[src/rtl/trie_lpm_pkg.sv]
package trie_lpm_pkg;
  typedef enum logic {ST_IDLE, ST_WALK} walk_state_e;
endpackage

[src/rtl/trie_node_mem.sv]
module trie_node_mem #(
  parameter int NODES  = 128,
  parameter int PTR_W  = 7,
  parameter int PORT_W = 4
) (
  input  logic              clk_i,
  input  logic              rst_ni,
  input  logic              busy_i,
  input  logic              wr_en_i,
  input  logic [PTR_W-1:0]  wr_idx_i,
  input  logic [PTR_W-1:0]  wr_left_i,
  input  logic [PTR_W-1:0]  wr_right_i,
  input  logic              wr_pfx_i,
  input  logic [PORT_W-1:0] wr_port_i,
  input  logic [PTR_W-1:0]  rd_idx_i,
  output logic [PTR_W-1:0]  rd_left_o,
  output logic [PTR_W-1:0]  rd_right_o,
  output logic              rd_pfx_o,
  output logic [PORT_W-1:0] rd_port_o
);
  logic [PTR_W-1:0]  left_q  [NODES];
  logic [PTR_W-1:0]  right_q [NODES];
  logic [PORT_W-1:0] port_q  [NODES];
  logic [NODES-1:0]  pfx_q;
  logic [NODES-1:0]  we;

  // writes are gated off during a walk
  for (genvar g = 0; g < NODES; g++) begin : g_we
    assign we[g] = wr_en_i && !busy_i && (wr_idx_i == PTR_W'(g));
  end

  always_ff @(posedge clk_i or negedge rst_ni) begin
    if (!rst_ni) begin
      for (int i = 0; i < NODES; i++) begin
        left_q[i]  <= '0;
        right_q[i] <= '0;
        port_q[i]  <= '0;
      end
      pfx_q <= '0;
    end else begin
      for (int i = 0; i < NODES; i++) begin
        if (we[i]) begin
          left_q[i]  <= wr_left_i;
          right_q[i] <= wr_right_i;
          port_q[i]  <= wr_port_i;
          pfx_q[i]   <= wr_pfx_i;
        end
      end
    end
  end

  assign rd_left_o  = left_q[rd_idx_i];
  assign rd_right_o = right_q[rd_idx_i];
  assign rd_pfx_o   = pfx_q[rd_idx_i];
  assign rd_port_o  = port_q[rd_idx_i];
endmodule

[src/rtl/trie_walker.sv]
module trie_walker
  import trie_lpm_pkg::*;
#(
  parameter int ADDR_W       = 32,
  parameter int PTR_W        = 7,
  parameter int PORT_W       = 4,
  parameter int DEFAULT_PORT = 15
) (
  input  logic              clk_i,
  input  logic              rst_ni,
  input  logic              req_valid_i,
  input  logic [ADDR_W-1:0] req_addr_i,
  output logic [PTR_W-1:0]  rd_idx_o,
  input  logic [PTR_W-1:0]  rd_left_i,
  input  logic [PTR_W-1:0]  rd_right_i,
  input  logic              rd_pfx_i,
  input  logic [PORT_W-1:0] rd_port_i,
  output logic              busy_o,
  output logic              done_o,
  output logic              hit_o,
  output logic [PORT_W-1:0] port_o
);
  localparam int CNT_W = $clog2(ADDR_W + 1);
  localparam logic [PORT_W-1:0] DEF_P = PORT_W'(DEFAULT_PORT);

  walk_state_e       state_q;
  logic [PTR_W-1:0]  cur_q;
  logic [ADDR_W-1:0] addr_q;
  logic [CNT_W-1:0]  cnt_q;
  logic              best_hit_q;
  logic [PORT_W-1:0] best_port_q;

  logic              hit_now;
  logic [PORT_W-1:0] port_now;
  logic [PTR_W-1:0]  nxt;
  logic              stop;

  assign rd_idx_o = cur_q;
  assign hit_now  = best_hit_q | rd_pfx_i;
  assign port_now = rd_pfx_i ? rd_port_i : best_port_q;
  assign nxt      = addr_q[ADDR_W-1] ? rd_right_i : rd_left_i;
  assign stop     = (cnt_q == CNT_W'(ADDR_W)) || (nxt == '0);
  assign busy_o   = (state_q == ST_WALK);

  always_ff @(posedge clk_i or negedge rst_ni) begin
    if (!rst_ni) begin
      state_q     <= ST_IDLE;
      cur_q       <= '0;
      addr_q      <= '0;
      cnt_q       <= '0;
      best_hit_q  <= 1'b0;
      best_port_q <= '0;
      done_o      <= 1'b0;
      hit_o       <= 1'b0;
      port_o      <= '0;
    end else begin
      done_o <= 1'b0;
      unique case (state_q)
        ST_IDLE: begin
          if (req_valid_i) begin
            state_q     <= ST_WALK;
            cur_q       <= '0;
            addr_q      <= req_addr_i;
            cnt_q       <= '0;
            best_hit_q  <= 1'b0;
            best_port_q <= '0;
          end
        end
        ST_WALK: begin
          if (stop) begin
            state_q <= ST_IDLE;
            done_o  <= 1'b1;
            hit_o   <= hit_now;
            port_o  <= hit_now ? port_now : DEF_P;
          end else begin
            cur_q       <= nxt;
            addr_q      <= addr_q << 1;
            cnt_q       <= cnt_q + 1'b1;
            best_hit_q  <= hit_now;
            best_port_q <= port_now;
          end
        end
        default: state_q <= ST_IDLE;
      endcase
    end
  end


  done_pulse_chk: assert property (@(posedge clk_i) disable iff (!rst_ni)
    done_o |=> !done_o);

  busy_hold_chk: assert property (@(posedge clk_i) disable iff (!rst_ni)
    busy_o |=> (busy_o || done_o));

  depth_bound_chk: assert property (@(posedge clk_i) disable iff (!rst_ni)
    busy_o |-> (cnt_q <= CNT_W'(ADDR_W)));

  miss_default_chk: assert property (@(posedge clk_i) disable iff (!rst_ni)
    (done_o && !hit_o) |-> (port_o == DEF_P));
endmodule

[src/rtl/trie_lpm.sv]
module trie_lpm #(
  parameter int ADDR_W       = 32,
  parameter int PORT_W       = 4,
  parameter int NODES        = 128,
  parameter int DEFAULT_PORT = 15,
  localparam int PTR_W       = $clog2(NODES)
) (
  input  logic              clk_i,
  input  logic              rst_ni,
  input  logic              wr_en_i,
  input  logic [PTR_W-1:0]  wr_idx_i,
  input  logic [PTR_W-1:0]  wr_left_i,
  input  logic [PTR_W-1:0]  wr_right_i,
  input  logic              wr_pfx_i,
  input  logic [PORT_W-1:0] wr_port_i,
  input  logic              req_valid_i,
  input  logic [ADDR_W-1:0] req_addr_i,
  output logic              busy_o,
  output logic              done_o,
  output logic              hit_o,
  output logic [PORT_W-1:0] port_o
);
  logic [PTR_W-1:0]  rd_idx, rd_left, rd_right;
  logic              rd_pfx;
  logic [PORT_W-1:0] rd_port;

  trie_node_mem #(.NODES(NODES), .PTR_W(PTR_W), .PORT_W(PORT_W)) u_mem (
    .clk_i, .rst_ni,
    .busy_i    (busy_o),
    .wr_en_i, .wr_idx_i, .wr_left_i, .wr_right_i, .wr_pfx_i, .wr_port_i,
    .rd_idx_i  (rd_idx),
    .rd_left_o (rd_left),
    .rd_right_o(rd_right),
    .rd_pfx_o  (rd_pfx),
    .rd_port_o (rd_port)
  );

  trie_walker #(.ADDR_W(ADDR_W), .PTR_W(PTR_W), .PORT_W(PORT_W),
                .DEFAULT_PORT(DEFAULT_PORT)) u_walk (
    .clk_i, .rst_ni, .req_valid_i, .req_addr_i,
    .rd_idx_o  (rd_idx),
    .rd_left_i (rd_left),
    .rd_right_i(rd_right),
    .rd_pfx_i  (rd_pfx),
    .rd_port_i (rd_port),
    .busy_o, .done_o, .hit_o, .port_o
  );


  result_hold_chk: assert property (@(posedge clk_i) disable iff (!rst_ni)
    !done_o |-> ($stable(port_o) && $stable(hit_o)));
endmodule

[config.mk]
export PLATFORM = sky130hd
export DESIGN_NAME = trie_lpm
export DESIGN_NICKNAME = d
export VERILOG_FILES = /design/src/rtl/trie_lpm_pkg.sv /design/src/rtl/trie_node_mem.sv /design/src/rtl/trie_walker.sv /design/src/rtl/trie_lpm.sv
export SDC_FILE = /design/constraint.sdc
export NUM_CORES = 2
export LEC_CHECK = 0
export BUFFER_PORTS_ARGS = -buffer_cell sky130_fd_sc_hd__buf_2
export CELL_PAD_IN_SITES_DETAIL_PLACEMENT = 1
export CELL_PAD_IN_SITES_GLOBAL_PLACEMENT = 2
export CORE_MARGIN = 5
export CORE_UTILIZATION = 25
export CTS_CLUSTER_SIZE = 8
export DETAILED_ROUTE_END_ITERATION = 16
export PLACE_DENSITY_LB_ADDON = 0.1
export SLEW_MARGIN = 40
export SYNTH_ARGS = -nofsm -noshare
export SYNTH_HDL_FRONTEND = slang
export SYNTH_SLANG_ARGS = --single-unit
[constraint.sdc]
create_clock -name clk_i -period 10.6 [get_ports clk_i]
set_clock_uncertainty 0.15 [all_clocks]
set_input_delay 1.06 -clock clk_i [delete_from_list [all_inputs] [get_ports clk_i]]
set_output_delay 1.06 -clock clk_i [all_outputs]
set_load 0.005 [all_outputs]
; ---- After elaboration in Yosys (flattened, before gate mapping)
; Cells that the tools add are included.
[totals]
ff_bits = 2489
latchBits = 0
ramBits = 0
romBits = 0
input_bits = 62
output_inout_bits = 7
wordCells = 826
memories = 0
[classes]
add_sub_neg = 1
mul = 0
div = 0
n_lt_le_gt_ge = 2
n_eq_ne = 130
n_shift = 0
mux = 34
bitwise_logic = 3
n_reduce_logical = 135
[op_table]
columns = op, count
row1 = 7-bit == test (second input constant), 64
row2 = 7-bit by 6-bit == test with 1-bit output (second input constant), 32
row3 = 1-bit logical AND, 129
row4 = 7-bit by 5-bit == test with 1-bit output (second input constant), 16
row5 = 7-bit binary-select mux with 7-bit select, 2
row6 = 32-bit 2-to-1 mux, 2
row7 = 32-bit one-hot mux with 2 select lines, 1
row8 = 7-bit by 4-bit == test with 1-bit output (second input constant), 8
row9 = 7-bit 2-to-1 mux, 7
row10 = 4-bit binary-select mux with 7-bit select, 1
row11 = 7-bit by 3-bit == test with 1-bit output (second input constant), 4
row12 = 4-bit 2-to-1 mux, 6
row13 = 7-bit by 2-bit == test with 1-bit output (second input constant), 2
row14 = 7-bit zero test, 2
row15 = 7-bit one-hot mux with 2 select lines, 1
row16 = 6-bit 2-to-1 mux, 2
row17 = 6-bit one-hot mux with 2 select lines, 1
row18 = 8-bit >= comparator (second input constant), 1
row19 = 7-bit by 8-bit < comparator with 1-bit output (second input constant), 1
row20 = 7-bit inverter with 8-bit output, 1
row21 = 4-bit one-hot mux with 2 select lines, 1
row22 = 1-bit binary-select mux with 7-bit select, 1
row23 = 7-bit by 1-bit == test with 1-bit output (second input constant), 1
row24 = 1-bit 2-to-1 mux, 7
row25 = 9 further kinds, 12

; ---- Logic depth before layout (Yosys ltp)
[logic_depth]
word_depth = 9
depth_mapped = 17
mapped_depth_nobuf = 10

; ---- By module
; A second synthesis with hierarchy kept.
[unflattened]
cells_unflattened = 6779
area_unflattened_um2 = 112678.1
[by_module_without_submodules]
columns = mod, instances, cells_each, area_each_um2, seq_area_each_um2
row1 = trie_node_mem, 1, 6479, 109727.7, 60858.4
row2 = trie_walker, 1, 300, 2950.3, 1426.4

; ---- Least setup slack after synthesis
; OpenSTA, ideal clock, no wires.
[synth_path]
path_type = register to register
startpoint = register u_walk.cur_q[1] (netlist: u_walk.rd_idx_o[1])
endpoint = register u_walk.best_port_q[0]
setup_ns = 0.135
arrival_ns = 3.415
t_required_ns = 10.315
path_slack_ns = 6.900
stages_incl_launch_ff = 15
n_path_buf = 8
synth_period_minus_slack_ns = 3.700
path_cell_list = dfrtp_1 buf_4 buf_6 buf_6 buf_4 buf_2 buf_6 clkbuf_1 buf_1 mux4_2 mux4_2 a31oi_1 o21ai_0 o31ai_1 mux2i_1
[synth_between]
elab_chain_len = 9
elab_cells_between_ends = 20
classes_between = eq/ne: 1 / mux: 15 / bitwise: 1 / reduce/logical: 3
[synth_lines]
columns = item, line
row1 = from (decl), trie_walker.sv:27  ; logic [PTR_W-1:0] cur_q;
row2 = from (signal assigned), trie_walker.sv:76  ; cur_q <= nxt;
row3 = 7-bit inverter with 8-bit output (implied by the code), "trie_node_mem.sv:52, trie_node_mem.sv:53, trie_node_mem.sv:55"
row4 = "7-bit binary-select mux with 7-bit select, on equally long branches", "trie_node_mem.sv:52, trie_node_mem.sv:53"
row5 = "7-bit 2-to-1 mux, on equally long branches (2 in series)", "trie_node_mem.sv:52, trie_node_mem.sv:53"
row6 = 7-bit 2-to-1 mux, trie_walker.sv:41  ; assign nxt = addr_q[ADDR_W-1] ? rd_right_i : rd_left_i;
row7 = 7-bit zero test, trie_walker.sv:42  ; assign stop = (cnt_q == CNT_W'(ADDR_W)) || (nxt == '0);
row8 = 1-bit logical OR, trie_walker.sv:42
row9 = 2-bit inequality test (no line), --
row10 = 2-bit AND reduction (no line), --
row11 = to (signal assigned), trie_walker.sv:80  ; best_port_q <= port_now;
row12 = to (decl), trie_walker.sv:31  ; logic [PORT_W-1:0] best_port_q;
; Several ways; a longest one is shown, not always the timed one. The select of a mux whose other input is x is not followed.
; A chain may end at the register's enable or synchronous reset.

; ---- Worst setup path in the final report
[layout_path]
startpoint = register u_walk.cur_q[0] (netlist: u_walk.rd_idx_o[0])
endpoint = register u_walk.cur_q[6] (netlist: u_walk.rd_idx_o[6])
[layout_between]
elab_chain_len = 9
elab_cells_between_ends = 14
classes_between = eq/ne: 1 / mux: 9 / bitwise: 1 / reduce/logical: 3
[layout_lines]
columns = item, line
row1 = 7-bit inverter with 8-bit output (implied by the code) *, "trie_node_mem.sv:52, trie_node_mem.sv:53"
row2 = "7-bit binary-select mux with 7-bit select, on equally long branches", "trie_node_mem.sv:52, trie_node_mem.sv:53"
row3 = "7-bit 2-to-1 mux, on equally long branches (2 in series)", "trie_node_mem.sv:52, trie_node_mem.sv:53"
row4 = 7-bit 2-to-1 mux *, trie_walker.sv:41
row5 = 7-bit zero test, trie_walker.sv:42
row6 = 1-bit logical OR, trie_walker.sv:42
row7 = 2-bit inequality test (no line), --
row8 = 2-bit AND reduction (no line), --
; Mark *: on every way between the ends. The rest lies on a longest branch, timed or not. The select of a mux whose other input is x is not followed.

==> flow_summary.ini <==
[timing]
rsz0062_at_grt = false
max_freq_mhz = 159
report.final.slew_viol_count = 0
worst_hold_slack_ns = 0.257
period_needed_ns = 6.29
slew_headroom_pct = 33.0
tns_ns = 0
tightest_slew_ns = 1.00
setup_viol = 0
fin_crit_sh_pct = 59.3
hold_viol = 0

[synthesis]
syn_inst = 7205
ys_warn_count = 0
synth_area_leader_cell = dfrtp_1
synth.area.top_cells = dfrtp_1, mux2_2, mux4_2
synth-edff-count = 0
yosys_most_used_dff = dfrtp_1
syn_nets = 7269
syn_avg_cell_area_um2 = 15.7
async_reset_ff_share_pct = 100
synth.yosys.seq_area_share_pct = 54.9
ys_types = 81
netlist.area_leader.share_pct = 54.9
syn_area_um2 = 113000
ys_ff_latch = 2489

[final_layout]
area_growth_pct = 15.9
final_cell_mix = mux2_2, dfrtp_1, mux4_2
layout_commonest_cell = mux2_2
layout.nets = 7315
drive_above_1_share_pct = 53.9

[hold_path]
hp-class = in2reg

[run_status]
status = complete, no violations

[worst_setup_path]
required_ns = 11.29
crit_path_start_kind = flip-flop
worst_setup_path_end_kind = flip-flop
crit_fanout = 57
crit_arrival_ns = 6.98
path_class = reg2reg

[cts]
cts-root-buf = clkbuf_16
clkSlewWorstSetupHoldPaths_ns = 0.05
clockBufferDepth = 4
worst_skew_pair.late_latency_ns = 0.96
htree_num_levels = 5
clkSinkCount = 2489
cts_resized = 0
tritoncts = done
numCtsBuffers = 354

[drt]
wire_per_inst_um = 32.7
drc = 0
vias_per_cell = 4.93
drt_iter0_drc = 3395
vias = 65667
first_pass_iters = 5
postRouteAntennaNets = 0
wirelength_mm = 436

[pwr]
ir_worst_vdd_mv = 0.134
powerDensity_nw_per_um2 = 201
p_leak_nw = 61.0

[floorplan]
ios = 69
core_um2 = 452000
die_width_um = 683
die_h_um = 683
fp-row-count = 247
initial_core_util_pct = 25.1
die_area_um2 = 467000

[global_route]
antenna_found_initial = 37
grt_max_degree = 148
grt_pass1_wl_mm = 619
grt_use_total_pct = 18.5
grt_pass1_vias = 73646
grt-ovfl-total = 0

[placement]
gp_congestion = 0.785
place_hpwl_mm = 264
portBuffers = 68

[flow_run]
maxCapViolCount = 0
## registers in the layout, indices dropped and copies added, names as in the netlist
| signal | count |
|---|---|
| u_mem.left_q | 896 |
| u_mem.right_q | 896 |
| u_mem.port_q | 512 |
| u_mem.pfx_q | 128 |
| u_walk.addr_q | 32 |
| u_walk.rd_idx_o | 7 |
| u_walk.cnt_q | 6 |
| u_walk.best_port_q | 4 |
| u_walk.port_o | 4 |
| u_walk.best_hit_q | 1 |
| u_walk.busy_o | 1 |
| u_walk.done_o | 1 |
| u_walk.hit_o | 1 |
## routing by layer
| layer | track usage (%) | vias to the layer above | wire [um] |
|---|---|---|---|
| met4 | 3.43 | 4 | 8380 |
| met3 | 2.36 | 464 | 14800 |
| li1 | - | 26922 | - |
| met1 | 26.6 | 37320 | 208000 |
| met2 | 29.9 | 957 | 204000 |
| met5 | 0 | - | 26 |
## critical path, cell delays in order (launching register included)
cell      delay [ns]
dfrtp_4         0.91
buf_12          0.44
buf_12          0.31
buf_16          0.39
mux4_2          0.56
a22oi_1         0.26
a21oi_2         0.23
a31oi_1         0.64
a22oi_1         0.28
buf_4           0.26
o311ai_2        0.12
nand3_2         0.18
or3_4           0.45
nand3_1         0.54
mux2i_1         0.26
## final timing paths
path,from,endpoint,slack (ns),cells past startpoint
min reg2reg,u_walk.addr_q[28],u_walk.addr_q[28],0.33,1
max reg2reg,u_walk.rd_idx_o[0],u_walk.rd_idx_o[6],4.31,14
min,wr_left_i[5],u_mem.left_q[467],0.26,2
min in group asynchronous,rst_ni,u_mem.left_q[764],0.53,2
max,u_walk.rd_idx_o[0],u_walk.rd_idx_o[6],4.31,14
max in group asynchronous,rst_ni,u_mem.left_q[558],7.27,6
## kinds of logic after synthesis
| group | Yosys count | share of synthesized area [%] |
|---|---|---|
| simple gates | 506 | 2.06 |
| flops | 2489 | 54.9 |
| buf+inv | 647 | 2.66 |
| compound gates | 307 | 1.93 |
| fa+ha+maj | 2 | 0.0221 |
| mux | 3253 | 38.4 |
| xor+xnor | 1 | 0.00773 |
## per-stage QoR
step | total power, mW | setup slack, ns | instance area, um^2 | utilization (%) | std cells
after floorplan | 14.0 | 6.90 | 113000 | - | 7205
after global placement | 16.1 | 3.50 | 121000 | 26.7 | 12842
after detailed placement | 16.3 | 4.24 | 121000 | 26.9 | 12859
after CTS | 27.0 | 4.23 | 131000 | 29.0 | 13284
after global routing | 27.6 | 4.07 | 131000 | 29.1 | 13296
final | 26.4 | 4.31 | 131000 | 29.1 | 13324
## what timing repair did
item	CTS	global route
hold buffers	1	0
hold endpoints to repair	61	0
buffers inserted	0	0
## synth_stat cells (all sizes together) (23+ instances only)
library cell / count
clkbuf: 463
o21ai: 30
mux2i: 127
nand2: 219
buf: 169
a21oi: 50
nand3: 39
nor2b: 29
o22ai: 36
mux2: 2511
nor2: 106
nand2b: 24
a211oi: 23
mux4: 615
a22oi: 52
dfrtp: 2489
## power breakdown
part	total (mW)	internal [mW]	switching (mW)
Clock	10.4	5.99	4.41
Sequential	10.9	10.4	0.536
Combinational	5.07	2.02	3.05
## layout make-up
cell class	count	area [um^2]
flip-flops and latches	2489	62300
fillers	46564	321000
diodes	29	72.6
multi-input cells	4069	48800
clock inverters	27	517
well taps	5976	7480
inverters	15	63.8
repair buffers	322	3180
clock buffers	397	9060
No activity file was read; power rests on OpenSTA's default activity.
